File: config.mk
export PLATFORM = sky130hd
export DESIGN_NAME = cursor_overlay
export DESIGN_NICKNAME = d
export VERILOG_FILES = /design/src/rtl/cursor_pkg.sv /design/src/rtl/cursor_regs.sv /design/src/rtl/cursor_fetch.sv /design/src/rtl/cursor_mix.sv /design/src/rtl/cursor_overlay.sv
export SDC_FILE = /design/constraint.sdc
export NUM_CORES = 1
export LEC_CHECK = 0
export CORE_MARGIN = 2
export CORE_UTILIZATION = 45
export CTS_CLUSTER_DIAMETER = 40
export DETAILED_ROUTE_END_ITERATION = 10
export HOLD_SLACK_MARGIN = 0.02
export PLACE_DENSITY = 0.66
export SLEW_MARGIN = 20
export SYNTH_ARGS = -nofsm -noshare
export SYNTH_HDL_FRONTEND = slang
export SYNTH_SLANG_ARGS = --single-unit
File: constraint.sdc
create_clock -name clk -period 4.74 [get_ports clk]
set_input_delay 0.711 -clock clk [delete_from_list [all_inputs] [get_ports clk]]
set_output_delay 0.711 -clock clk [all_outputs]
set_load 0.01 [all_outputs]
File: src/rtl/cursor_pkg.sv
`timescale 1ns/1ps
package cursor_pkg;
    localparam int CUR_DIM    = 64;
    localparam int LINE_BYTES = 16;
    localparam int LINE_BITS  = LINE_BYTES * 8;
    localparam int OFF_W      = 27;
    localparam int XPOS_W     = 14;
    localparam int YPOS_W     = 12;
    localparam int COORD_W    = 16;
    localparam int COLOR_W    = 24;
    localparam int LOCK_BIT   = 31;
    localparam int BASE_LSB   = 4;

    typedef enum logic [2:0] {
        RA_BASE   = 3'd0,
        RA_POS    = 3'd1,
        RA_COLOR0 = 3'd2,
        RA_COLOR1 = 3'd3,
        RA_CTRL   = 3'd4,
        RA_GEOM   = 3'd5
    } reg_sel_e;

    typedef struct packed {
        logic              en;
        logic [OFF_W-1:0]  base;
        logic [XPOS_W-1:0] x;
        logic [YPOS_W-1:0] y;
    } cur_cfg_t;
endpackage

File: src/rtl/cursor_regs.sv
`timescale 1ns/1ps
module cursor_regs
    import cursor_pkg::*;
(
    input  logic               clk,
    input  logic               rst_n,
    input  logic               wr,
    input  logic [2:0]         waddr,
    input  logic [31:0]        wdata,
    input  logic               frame_start,
    output cur_cfg_t           act,
    output logic [COLOR_W-1:0] color0,
    output logic [COLOR_W-1:0] color1,
    output logic [COORD_W-1:0] disp_w,
    output logic [COORD_W-1:0] disp_last
);
    typedef struct packed {
        logic [OFF_W-1:0]   base;
        logic               lock;
        logic [XPOS_W-1:0]  x;
        logic [YPOS_W-1:0]  y;
        logic               en;
        logic [COLOR_W-1:0] c0;
        logic [COLOR_W-1:0] c1;
        logic [COORD_W-1:0] w;
        logic [COORD_W-1:0] last;
        cur_cfg_t           act;
    } regs_t;

    regs_t q, d;

    always_comb begin
        d = q;
        if (frame_start && !q.lock) begin
            d.act.en   = q.en;
            d.act.base = q.base;
            d.act.x    = q.x;
            d.act.y    = q.y;
        end
        if (wr) begin
            case (reg_sel_e'(waddr))
                RA_BASE: begin
                    d.base = {wdata[OFF_W-1:BASE_LSB], {BASE_LSB{1'b0}}};
                    d.lock = wdata[LOCK_BIT];
                end
                RA_POS: begin
                    d.x    = wdata[16 +: XPOS_W];
                    d.y    = wdata[YPOS_W-1:0];
                    d.lock = wdata[LOCK_BIT];
                end
                RA_COLOR0: d.c0 = wdata[COLOR_W-1:0];
                RA_COLOR1: d.c1 = wdata[COLOR_W-1:0];
                RA_CTRL:   d.en = wdata[0];
                RA_GEOM: begin
                    d.w    = wdata[COORD_W-1:0];
                    d.last = wdata[31:COORD_W];
                end
                default: ;
            endcase
        end
    end

    always_ff @(posedge clk or negedge rst_n) begin
        if (!rst_n) q <= '0;
        else        q <= d;
    end

    assign act       = q.act;
    assign color0    = q.c0;
    assign color1    = q.c1;
    assign disp_w    = q.w;
    assign disp_last = q.last;


    act_only_at_frame_chk: assert property (@(posedge clk) disable iff (!rst_n)
        !frame_start |=> $stable(q.act));


    lock_freezes_act_chk: assert property (@(posedge clk) disable iff (!rst_n)
        (frame_start && q.lock) |=> $stable(q.act));


    lock_follows_write_chk: assert property (@(posedge clk) disable iff (!rst_n)
        (wr && (waddr == RA_POS || waddr == RA_BASE)) |=> (q.lock == $past(wdata[LOCK_BIT])));
endmodule

File: src/rtl/cursor_fetch.sv
`timescale 1ns/1ps
module cursor_fetch
    import cursor_pkg::*;
#(
    parameter int MEM_W = 32
) (
    input  logic                 clk,
    input  logic                 rst_n,
    input  logic                 fetch_req,
    input  logic [COORD_W-1:0]   fetch_y,
    input  logic                 act_en,
    input  logic [OFF_W-1:0]     act_base,
    input  logic [YPOS_W-1:0]    act_y,
    input  logic [COORD_W-1:0]   disp_last,
    output logic                 mem_rd_en,
    output logic [OFF_W-1:0]     mem_addr,
    input  logic [MEM_W-1:0]     mem_rdata,
    output logic [LINE_BITS-1:0] line_bits,
    output logic                 line_ok,
    output logic [COORD_W-1:0]   line_y
);
    localparam int WORDS = LINE_BITS / MEM_W;
    localparam int IDX_W = (WORDS > 1) ? $clog2(WORDS) : 1;
    localparam int STEP  = MEM_W / 8;
    localparam int ROW_W = $clog2(CUR_DIM);
    localparam logic [IDX_W-1:0] LAST_IDX = IDX_W'(WORDS - 1);

    typedef struct packed {
        logic                 busy;
        logic [IDX_W-1:0]     cnt;
        logic [OFF_W-1:0]     base;
        logic                 pend;
        logic [IDX_W-1:0]     pidx;
        logic [LINE_BITS-1:0] buf_bits;
        logic                 valid;
        logic                 show;
        logic [COORD_W-1:0]   ly;
    } fetch_t;

    fetch_t q, d;
    logic [COORD_W:0] diff;
    logic [ROW_W-1:0] row;
    logic             visible;

    always_comb begin
        diff    = {1'b0, fetch_y} - {{(COORD_W+1-YPOS_W){1'b0}}, act_y};
        row     = diff[ROW_W-1:0];
        visible = act_en && !diff[COORD_W] && (diff[COORD_W-1:ROW_W] == '0)
                  && (fetch_y <= disp_last);

        d      = q;
        d.pend = q.busy;
        d.pidx = q.cnt;
        if (q.busy) begin
            d.cnt = q.cnt + 1'b1;
            if (q.cnt == LAST_IDX) d.busy = 1'b0;
        end
        if (q.pend) begin
            d.buf_bits[q.pidx*MEM_W +: MEM_W] = mem_rdata;
            if (q.pidx == LAST_IDX) d.valid = 1'b1;
        end
        if (fetch_req) begin
            d.valid = 1'b0;
            d.pend  = 1'b0;
            d.ly    = fetch_y;
            d.show  = visible;
            d.busy  = visible;
            d.cnt   = '0;
            d.base  = act_base + OFF_W'({row, 4'b0000});
        end
    end

    always_ff @(posedge clk or negedge rst_n) begin
        if (!rst_n) q <= '0;
        else        q <= d;
    end

    assign mem_rd_en = q.busy;
    assign mem_addr  = q.base + OFF_W'(q.cnt) * OFF_W'(STEP);
    assign line_bits = q.buf_bits;
    assign line_ok   = q.valid && q.show;
    assign line_y    = q.ly;


    read_stride_chk: assert property (@(posedge clk) disable iff (!rst_n)
        (mem_rd_en && $past(mem_rd_en)) |-> (mem_addr == $past(mem_addr) + OFF_W'(STEP)));


    hidden_row_no_read_chk: assert property (@(posedge clk) disable iff (!rst_n)
        (fetch_req && !visible) |=> !mem_rd_en);
endmodule

File: src/rtl/cursor_mix.sv
`timescale 1ns/1ps
module cursor_mix
    import cursor_pkg::*;
(
    input  logic                 clk,
    input  logic                 rst_n,
    input  logic                 pix_valid,
    input  logic [COORD_W-1:0]   pix_x,
    input  logic [COORD_W-1:0]   pix_y,
    input  logic [31:0]          pix_in,
    input  logic [XPOS_W-1:0]    act_x,
    input  logic [COLOR_W-1:0]   color0,
    input  logic [COLOR_W-1:0]   color1,
    input  logic [COORD_W-1:0]   disp_w,
    input  logic [LINE_BITS-1:0] line_bits,
    input  logic                 line_ok,
    input  logic [COORD_W-1:0]   line_y,
    output logic                 pix_out_valid,
    output logic [31:0]          pix_out
);
    localparam int COL_W = $clog2(CUR_DIM);

    typedef struct packed {
        logic        valid;
        logic [31:0] pix;
    } mix_t;

    mix_t q, d;
    logic [COORD_W:0] dx;
    logic [COL_W-1:0] col;
    logic [COL_W-1:0] bit_idx;
    logic             hit;
    logic             and_bit;
    logic             xor_bit;

    always_comb begin
        dx      = {1'b0, pix_x} - {{(COORD_W+1-XPOS_W){1'b0}}, act_x};
        col     = dx[COL_W-1:0];
        bit_idx = {col[COL_W-1:3], ~col[2:0]};
        and_bit = line_bits[{1'b0, bit_idx}];
        xor_bit = line_bits[{1'b1, bit_idx}];
        hit     = line_ok && (pix_y == line_y) && !dx[COORD_W]
                  && (dx[COORD_W-1:COL_W] == '0) && (pix_x < disp_w);

        d.valid = pix_valid;
        if (!hit)         d.pix = pix_in;
        else if (and_bit) d.pix = xor_bit ? ~pix_in : pix_in;
        else              d.pix = {8'hFF, xor_bit ? color1 : color0};
    end

    always_ff @(posedge clk or negedge rst_n) begin
        if (!rst_n) q <= '0;
        else        q <= d;
    end

    assign pix_out_valid = q.valid;
    assign pix_out       = q.pix;


    one_cycle_valid_chk: assert property (@(posedge clk) disable iff (!rst_n)
        pix_out_valid == $past(pix_valid));


    passthrough_chk: assert property (@(posedge clk) disable iff (!rst_n)
        ($past(pix_valid) && !$past(hit)) |-> (pix_out == $past(pix_in)));


    colour_alpha_chk: assert property (@(posedge clk) disable iff (!rst_n)
        ($past(hit) && !$past(and_bit)) |-> (pix_out[31:24] == 8'hFF));


    and_plane_chk: assert property (@(posedge clk) disable iff (!rst_n)
        ($past(hit) && $past(and_bit)) |->
        (pix_out == ($past(xor_bit) ? ~$past(pix_in) : $past(pix_in))));
endmodule

File: src/rtl/cursor_overlay.sv
`timescale 1ns/1ps
module cursor_overlay
    import cursor_pkg::*;
#(
    parameter int MEM_W = 32
) (
    input  logic               clk,
    input  logic               rst_n,
    input  logic               reg_wr,
    input  logic [2:0]         reg_addr,
    input  logic [31:0]        reg_wdata,
    input  logic               frame_start,
    input  logic               fetch_req,
    input  logic [COORD_W-1:0] fetch_y,
    input  logic               pix_valid,
    input  logic [COORD_W-1:0] pix_x,
    input  logic [COORD_W-1:0] pix_y,
    input  logic [31:0]        pix_in,
    output logic               pix_out_valid,
    output logic [31:0]        pix_out,
    output logic               mem_rd_en,
    output logic [OFF_W-1:0]   mem_addr,
    input  logic [MEM_W-1:0]   mem_rdata
);
    cur_cfg_t             act;
    logic [COLOR_W-1:0]   color0, color1;
    logic [COORD_W-1:0]   disp_w, disp_last;
    logic [LINE_BITS-1:0] line_bits;
    logic                 line_ok;
    logic [COORD_W-1:0]   line_y;

    cursor_regs u_regs (
        .clk         (clk),
        .rst_n       (rst_n),
        .wr          (reg_wr),
        .waddr       (reg_addr),
        .wdata       (reg_wdata),
        .frame_start (frame_start),
        .act         (act),
        .color0      (color0),
        .color1      (color1),
        .disp_w      (disp_w),
        .disp_last   (disp_last)
    );

    cursor_fetch #(.MEM_W(MEM_W)) u_fetch (
        .clk       (clk),
        .rst_n     (rst_n),
        .fetch_req (fetch_req),
        .fetch_y   (fetch_y),
        .act_en    (act.en),
        .act_base  (act.base),
        .act_y     (act.y),
        .disp_last (disp_last),
        .mem_rd_en (mem_rd_en),
        .mem_addr  (mem_addr),
        .mem_rdata (mem_rdata),
        .line_bits (line_bits),
        .line_ok   (line_ok),
        .line_y    (line_y)
    );

    cursor_mix u_mix (
        .clk           (clk),
        .rst_n         (rst_n),
        .pix_valid     (pix_valid),
        .pix_x         (pix_x),
        .pix_y         (pix_y),
        .pix_in        (pix_in),
        .act_x         (act.x),
        .color0        (color0),
        .color1        (color1),
        .disp_w        (disp_w),
        .line_bits     (line_bits),
        .line_ok       (line_ok),
        .line_y        (line_y),
        .pix_out_valid (pix_out_valid),
        .pix_out       (pix_out)
    );
endmodule

==> metrics.txt, run 1 <==
status finished clean; total core area 41800 µm²; final cell count without fillers 2316; Buffers & Inverters on Critical Path 2; DRC Markers 0; CTS tree built; via count 13000; period utilization 86.9%; Placed Cells 2199; sw frac 29.9%; Clock Latency Late Sink 0.62 ns; Die Span X 209 µm; area of the multi-input gates 8380 µm²; CTS sink cnt 389; ys async rst share 100%; CTS root buffer clkbuf_16; Cells after Synth 1514; Syn Area/Cell 12.5 µm²; max-cap violations 0; Final Max Slew Viols 0; Fmax achieved 243 MHz; detailed-route vias per instance 5.61; sequential cell area fraction in the yosys report 51.3%; CP Cell Sequence clkdlybuf4s50_1 > ha_1 > o21ai_0 > a32o_1 > nor4_1 > nand4_1 > a2111oi_2 > nand3_1 > or4_2 > buf_4 > nor3b_4 > mux2i_1; power share of the sequential group 36.3%; switching power 0.00343 W; Clock Power Share 39.5%; H-tree levels 2; post-synthesis cell type count 62; TritonRoute pass-1 iters 4; grt total ovfl 0; Req. time, crit path 5.19 ns; min Tclk post-route 4.12 ns; LEAKAGE 10.5 nW; CP Data Arrival Time 4.57 ns; final wirelength 49200 µm; RePlAce Congestion 0.875; number of synthesized flops with an enable pin 0; die height 209 µm; CTS clk-pin slew, worst paths 0.06 ns; synthesis-stage register bit count 389; ys flop type dfrtp_1; Iter 0 DRT Violations 722; Warnings, synthesis 0; CP Class in2reg; Final Hold Fails 0; HPWL Detailed 34500 µm; Final ANT Viol Nets 0; worst slack at placement 0.0787 ns; Critical-path top delay cell or4_2; worst hold path type reg2reg; fill cell count 3360; Clock Path Buffers 3; Crit path max-delay family simple AND/OR/NAND/NOR gates; worst setup margin 0.623 ns; die area 43800 µm²; Slew HR 51.0%; IO Pins 214; num rows 75; Final #Nets 1951; Fin Setup TNS 0 ns; post-CTS setup buffers 0; Crit path largest cell delay 0.79 ns; largest net degree at the start of global routing 128; drt wl/cell 21.2 µm; cell area after layout 23800 µm²; worst vdd ir 0.000299 V; Comb power frac 24.2%; most frequent cells in the layout dfrtp_1, clkdlybuf4s50_1, mux2_2; Worst setup EP type flop; PD cells 482 nW/µm²; number of global-route vias before repair 13300; placed cell area 21700 µm²; post-synth design cell area 19000 µm²; crit start category input port; Clock Skew 0.0246 ns; FF+latch area 9730 µm²; layout cell share with drive strength beyond 1 24.2%; first-pass GRT wire length 77900 µm; commonest non-fill, non-tap cell in the layout dfrtp_1; critical path peak fanout 8; CTS Buf Count 60; Worst Tran Pin Value 0.733 ns; Initial Util 45.4%; Final setup viols 0; antenna violations before repair 3; Area Growth Syn to Fin 25.6%; IO Port Bufs 211; Int Pwr 0.00805 W; setup repair after global routing missed its margin false; Tot GR Track Use 22.9%
[final timing paths]
check | from | to | slack, ns | depth (start not counted)
max in group asynchronous | rst_n | u_regs.disp_last[10] | 2.93 | 4
worst max register to register | u_regs.act[20] | u_mix.pix_out[29] | 0.84 | 13
worst min register to register | u_fetch.d[147] | u_fetch.q[147] | 0.45 | 0
worst max-delay path | pix_x[13] | u_mix.pix_out[29] | 0.62 | 12
min in group asynchronous | rst_n | u_regs.color0[8] | 0.59 | 2
worst min-delay path | u_fetch.d[147] | u_fetch.q[147] | 0.45 | 0
[worst register-to-register path: cells and delay by family, from the launching register on]
kind | cells | cell delay (ns)
and+or+nand+nor | 5 | 1.87
DFF | 1 | 0.33
muxes | 1 | 0.15
adders and majority gates | 1 | 0.29
buffers and inverters | 3 | 0.43
AOI/OAI and AO/OA | 3 | 0.68
[sequential cells by signal, indices dropped and copies added, names as in the netlist, 2 cells and up]
| signal | cells |
|---|---|
| u_fetch.line_bits | 128 |
| u_regs.q | 51 |
| u_regs.act | 50 |
| u_mix.pix_out | 32 |
| u_fetch.q | 28 |
| u_regs.color0 | 24 |
| u_regs.color1 | 24 |
| u_fetch.line_y | 16 |
| u_regs.disp_last | 16 |
| u_regs.disp_w | 16 |
| u_fetch.d | 2 |
[cells by family after synthesis]
group / Yosys count / synth area share [%]
other: 1 / 0.0198
buffers and inverters: 205 / 4.82
xor gates and xnor gates: 49 / 2.30
DFF: 389 / 51.3
adders and majority gates: 74 / 5.00
muxes: 262 / 17.8
and+or+nand+nor: 200 / 5.28
AOI/OAI and AO/OA: 334 / 13.4
[timing repair]
action,4_1_cts,5_1_grt
resized for setup,0,0
hold endpoints to repair,0,34
hold buffers,0,1
setup endpoints to repair,0,0
[layer usage]
metal	wire (µm)	share of wire [%]	vias up	global-route usage [%]
met5	14	0.028	-	0
met4	946	1.9	2	6.48
met3	2210	4.5	67	4.03
met2	23600	48	301	37.2
met1	22400	46	6663	31.9
li1	-	-	5971	-
[layout make-up]
type	count	area share (%)
clock buffer	67	6.62
clock inverter	46	2.25
multi-input combinational	921	35.2
inverter	99	1.56
sequential	389	40.9
tap	539	2.83
timing repair buffer	253	10.7
antenna	2	0.0210
[stage by stage]
step | hold slack (ns) | total power [W] | util (%)
5_1_grt | 0.460 | 0.0121 | 57.0
2_1_floorplan | 0.398 | 0.00609 | -
3_5_place_dp | 0.431 | 0.00701 | 51.9
4_1_cts | 0.258 | 0.0116 | 56.9
6_report | 0.448 | 0.0115 | 57.0
3_3_place_gp | 0.418 | 0.00695 | 51.9
[power by group through the flow]
stage | Sequential, W | Combinational, W | Clock [W]
global placement | 0.00421 | 0.00274 | 0
detailed placement | 0.00423 | 0.00278 | 0
global route | 0.00424 | 0.00308 | 0.00478
finish | 0.00417 | 0.00278 | 0.00454
floorplan | 0.00412 | 0.00197 | 0
CTS | 0.00417 | 0.00281 | 0.00463
[cells in the mapped netlist (all sizes together), types with 40 or more instances]
cell	count	share of area (%)
a211oi	50	2.6
a21oi	51	1.4
a22o	128	5.9
buf	44	1.6
clkbuf	62	1.2
dfrtp	389	51
ha	71	4.7
inv	99	2.0
mux2	204	12
mux4	40	4.8
nand2	50	0.99
nor2	44	0.87
o21ai	56	1.5
No activity file was read; power rests on OpenSTA's default activity.
==> run 2, diff against run 1 <==
==> constraint.sdc (replaced) <==
create_clock -name clk -period 4.75 [get_ports clk]
set_input_delay 0.7125 -clock clk [delete_from_list [all_inputs] [get_ports clk]]
set_output_delay 0.7125 -clock clk [all_outputs]
set_load 0.01 [all_outputs]
==> metrics.txt, run 2 (same netlist as run 1, synthesis figures left out) <==
grt total ovfl 0 (unchanged); Final #Nets 1947 (-0.21%); worst hold path type in2async; number of global-route vias before repair 13500 (+1.2%); period utilization 86.9%; RePlAce Congestion 0.885 (+1.1%); Fmax achieved 242 MHz; detailed-route vias per instance 5.64 (+0.46%); CP Data Arrival Time 4.59 ns (+0.02 ns); Worst path most repeated cell mux4_2; antenna violations before repair 7 (+4); placed cell area 21600 µm² (about the same); Clock Skew 0.0303 ns (+0.00569 ns); total core area 41800 µm² (unchanged); Area Growth Syn to Fin 24.9%; Buffers & Inverters on Critical Path 4 (+2); Critical-path top delay cell fa_1; cell area after layout 23700 µm² (-0.54%); PD cells 480 nW/µm² (-0.52%); CTS root buffer clkbuf_16; Die Span X 209 µm (unchanged); Worst setup EP type flop; Final setup viols 0 (unchanged); Iter 0 DRT Violations 753 (+4.3%); CP Cell Sequence clkdlybuf4s50_1 > inv_1 > ha_2 > fa_1 > buf_12 > mux4_2 > mux4_2 > mux2i_1 > mux2i_4 > buf_8 > mux2_1 > a211oi_1 > a211oi_2; Worst Tran Pin Value 0.998 ns (+0.266 ns); die height 209 µm (unchanged); CTS tree built; CTS Hold Buffers Added 0 (unchanged); crit start category input port; Crit path max-delay family multiplexers; via count 13100 (+0.37%); num rows 75 (unchanged); drt wl/cell 21.4 µm (+0.69%); top sig layer met5; min Tclk post-route 4.13 ns; commonest non-fill, non-tap cell in the layout dfrtp_1; Clock Path Buffers 3 (unchanged); max FFs per register 128 (unchanged); layout cell share with drive strength beyond 1 23.7% (-0.43 points); Slew HR 33.1% (-18 points); most frequent cells in the layout dfrtp_1, clkdlybuf4s50_1, mux2_2; CP Class in2reg; Clock Latency Late Sink 0.62 ns (about the same); Req. time, crit path 5.21 ns (+0.02 ns); final wirelength 49500 µm (+0.60%); Crit path largest cell delay 0.53 ns (-0.26 ns); DR WL met2 23400 µm (-0.89%); status finished clean; Tot GR Track Use 23.0% (+0.12 points); HPWL Detailed 34400 µm (-0.22%); Final Hold Fails 0 (unchanged); IO Pins 214 (unchanged); cts repair resizes 0 (unchanged); LEAKAGE 10.5 nW (-0.55%); Final Core Density 56.7% (-0.31 points); largest net degree at the start of global routing 132 (+3.1%); H-tree levels 2 (unchanged); die area 43800 µm² (unchanged); fill cell count 3405 (+1.3%); DRC Markers 0 (unchanged); Final Max Slew Viols 0 (unchanged); CTS sink cnt 389 (unchanged); IO Port Bufs 211 (unchanged); first-pass GRT wire length 78300 µm (+0.51%); post-CTS setup buffers 0 (unchanged); TritonRoute pass-1 iters 5 (+1); worst vdd ir 0.000286 V (-4.4%); met3 wire length 2790 µm (+26%); Fin Setup TNS 0 ns (unchanged); CTS clk-pin slew, worst paths 0.06 ns (about the same); max-cap violations 0 (unchanged); Final ANT Viol Nets 0 (unchanged); Initial Util 45.4% (unchanged); critical path peak fanout 29 (+21); setup repair after global routing missed its margin false; WL met1 22100 µm (-1.1%); CTS Buf Count 57 (-5.0%)
-- run 2: layout make-up --
type | instances | area, µm² | area share, %
Timing Repair Buffer | 252 | 2490 | 10.5
Inverter | 99 | 372 | 1.57
Antenna cell | 6 | 15.0 | 0.0634
Multi-Input combinational cell | 921 | 8380 | 35.4
Sequential cell | 389 | 9730 | 41.1
Clock buffer | 66 | 1490 | 6.29
Clock inverter | 42 | 532 | 2.24
Tap cell | 539 | 674 | 2.85
-- run 2: metrics by stage --
step	power (W)	hold WS (ns)	setup WS, ns	instances
floorplan	0.00608	0.398	0.815	1515
global placement	0.00694	0.423	0.0897	2199
detailed placement	0.00702	0.429	0.0335	2200
CTS	0.0115	0.102	0.658	2308
global route	0.0120	0.123	0.449	2310
finish	0.0114	0.0673	0.623	2314
-- run 2: worst paths after layout --
| path | cells after the start | to | from | slack (ns) |
|---|---|---|---|---|
| setup / recovery | 13 | u_mix.pix_out[15] | pix_x[0] | 0.62 |
| hold / removal | 1 | u_mix.pix_out[1] | rst_n | 0.07 |
| setup reg to reg | 11 | u_mix.pix_out[15] | u_regs.act[12] | 0.87 |
| hold reg to reg | 0 | u_fetch.q[147] | u_fetch.d[147] | 0.44 |
| max in group asynchronous | 2 | u_regs.disp_last[13] | rst_n | 3.48 |
| min in group clk | 0 | u_fetch.q[147] | u_fetch.d[147] | 0.44 |
-- run 2: power by group --
part | switching (W) | leakage (nW) | total (W) | internal [W]
clock network | 0.00170 | 0.990 | 0.00440 | 0.00270
registers | 0.000316 | 4.92 | 0.00416 | 0.00384
logic | 0.00137 | 4.57 | 0.00280 | 0.00144
-- run 2: worst reg2reg max path, stage by stage, from the launching register on --
cell,delay (ns)
dfrtp_1,0.40
ha_2,0.19
fa_1,0.53
buf_12,0.23
mux4_2,0.38
mux4_2,0.48
mux2i_1,0.31
mux2i_4,0.27
buf_8,0.26
mux2_1,0.33
a211oi_1,0.29
a211oi_2,0.08
-- run 2: routing by layer --
layer	vias up	global-route usage, %
met4	4	7.32
met3	75	4.28
met2	351	37.2
met5	-	0
met1	6668	31.7
li1	5954	-
==> run 3, diff against run 2 <==
--- a/config.mk
+++ b/config.mk
@@ -9,6 +9,7 @@
 export CORE_UTILIZATION = 45
 export CTS_CLUSTER_DIAMETER = 40
 export DETAILED_ROUTE_END_ITERATION = 10
+export GPL_ROUTABILITY_DRIVEN = 0
 export HOLD_SLACK_MARGIN = 0.02
 export PLACE_DENSITY = 0.66
 export SLEW_MARGIN = 20
==> metrics.txt, run 3 (same netlist as run 1, synthesis figures left out) <==
Final ANT Viol Nets 0 (unchanged); Final Hold Fails 0 (unchanged); total core area 41800 µm² (unchanged); Final setup viols 0 (unchanged); DRC Markers 0 (unchanged); post-CTS setup buffers 0 (unchanged); largest net degree at the start of global routing 111 (-16%); Fin Setup TNS 0 ns (unchanged); Die Span X 209 µm (unchanged); crit start category input port; die height 209 µm (unchanged); most frequent cells in the layout dfrtp_1, clkdlybuf4s50_1, mux2_2; max-cap violations 0 (unchanged); CTS Hold Buffers Added 0 (unchanged); worst hold path type in2async; die area 43800 µm² (unchanged); CTS Buf Count 55 (-3.5%); CTS tree built; min Tclk post-route 4.03 ns (-0.0991 ns); Clock Latency Late Sink 0.59 ns (-0.03 ns); Clock Skew 0.0206 ns (-0.00969 ns); period utilization 84.8% (-2.1 points); final wirelength 48500 µm (-1.9%); Final Core Density 56.4% (-0.28 points); number of global-route vias before repair 13400 (-0.85%); Worst Tran Pin Value 0.912 ns (-0.0861 ns); HPWL Detailed 33700 µm (-2.0%); LEAKAGE 10.4 nW (-0.60%); IO Pins 214 (unchanged); Area Growth Syn to Fin 24.3%; setup repair after global routing missed its margin false; max FFs per register 128 (unchanged); Slew HR 39.2% (+6.0 points); placed cell area 21700 µm² (about the same); Clock Path Buffers 3 (unchanged); antenna violations before repair 6 (-1); Req. time, crit path 5.20 ns (about the same); drt wl/cell 21.1 µm (-1.5%); Fmax achieved 248 MHz (+2.5%); first-pass GRT wire length 76700 µm (-2.0%); critical path peak fanout 32 (+10%); power consumption 0.0111 W (-2.3%); via count 13000 (-0.72%); status finished clean; commonest non-fill, non-tap cell in the layout dfrtp_1; CTS clk-pin slew, worst paths 0.05 ns (about the same); Tot GR Track Use 22.6% (-0.48 points); CTS root buffer clkbuf_16; H-tree levels 2 (unchanged); Initial Util 45.4% (unchanged); FF+latch area 9730 µm² (unchanged); IO Port Bufs 211 (unchanged); num rows 75 (unchanged); TritonRoute pass-1 iters 5 (unchanged); layout cell share with drive strength beyond 1 23.5% (-0.22 points); Final Max Slew Viols 0 (unchanged); detailed-route vias per instance 5.63 (-0.25%); fill cell count 3452 (+1.4%); CP Class in2reg; CTS sink cnt 389 (unchanged); worst vdd ir 0.000281 V (-2.0%); Iter 0 DRT Violations 906 (+20%); cell area after layout 23600 µm² (-0.50%); Final #Nets 1942 (-0.26%); grt total ovfl 0 (unchanged); CP Data Arrival Time 4.48 ns (-0.11 ns); area of the multi-input gates 8380 µm² (unchanged); Worst setup EP type flop; cts repair resizes 0 (unchanged); PD cells 471 nW/µm² (-1.8%)
run 3: cell count changes in the layout (fill, tap and decap cells not counted), sizes merged:
| cell | before | now |
|---|---|---|
| buf | 43 | 40 |
| clkbuf | 66 | 61 |
| clkinv | 16 | 17 |
| clkinvlp | 3 | 5 |
| diode | 6 | 4 |
| inv | 115 | 111 |
run 3: metrics by stage:
stage | hold slack (ns) | setup WS [ns] | cells
global placement | 0.417 | 0.190 | 2197
CTS | 0.214 | 0.729 | 2299
floorplan | 0.398 | 0.815 | 1515
detailed placement | 0.428 | 0.109 | 2197
global route | 0.228 | 0.443 | 2302
finish | 0.194 | 0.722 | 2303
run 3: layout make-up:
type                       instances  share of cell area, %
tap                              539                   2.86
clock buffer                      61                   6.06
inverter                          99                   1.58
timing repair buffer             249                   10.6
multi-input combinational        921                   35.6
sequential                       389                   41.3
clock inverter                    41                   2.00
antenna                            4                 0.0425
run 3: worst paths after layout:
check | start | end | slack, ns | cells past startpoint
hold / removal | rst_n | u_regs.color1[1] | 0.19 | 1
max in group asynchronous | rst_n | u_regs.q[183] | 3.46 | 2
hold reg to reg | u_fetch.d[147] | u_fetch.q[147] | 0.44 | 0
setup / recovery | pix_x[0] | u_mix.pix_out[12] | 0.72 | 13
setup reg to reg | u_regs.act[1] | u_fetch.q[171] | 1.00 | 16
min in group clk | u_fetch.d[147] | u_fetch.q[147] | 0.44 | 0
run 3: routing by layer:
layer  wire length (µm)  vias to the layer above  part of all wire, %  track usage, %
met1              21600                     6557                   44            30.8
met5                 38                        -                0.078               0
met3               2720                       97                  5.6            5.30
li1                   -                     5938                    -               -
met4               1630                        6                  3.3            7.98
met2              22500                      360                   46            35.5
run 3: critical path, cell delays in order:
cell             delay (ns)
clkdlybuf4s50_1        0.49
inv_1                  0.05
ha_2                   0.19
fa_1                   0.55
buf_12                 0.23
mux4_2                 0.33
mux4_2                 0.48
mux2i_1                0.28
mux2i_4                0.21
buf_12                 0.23
mux2_1                 0.31
a211oi_1               0.29
a211oi_2               0.07
run 3: power by group:
group / total (W) / switching [W] / internal, W
combinational: 0.00277 / 0.00136 / 0.00141
clock: 0.00418 / 0.00159 / 0.00259
sequential: 0.00416 / 0.000319 / 0.00384
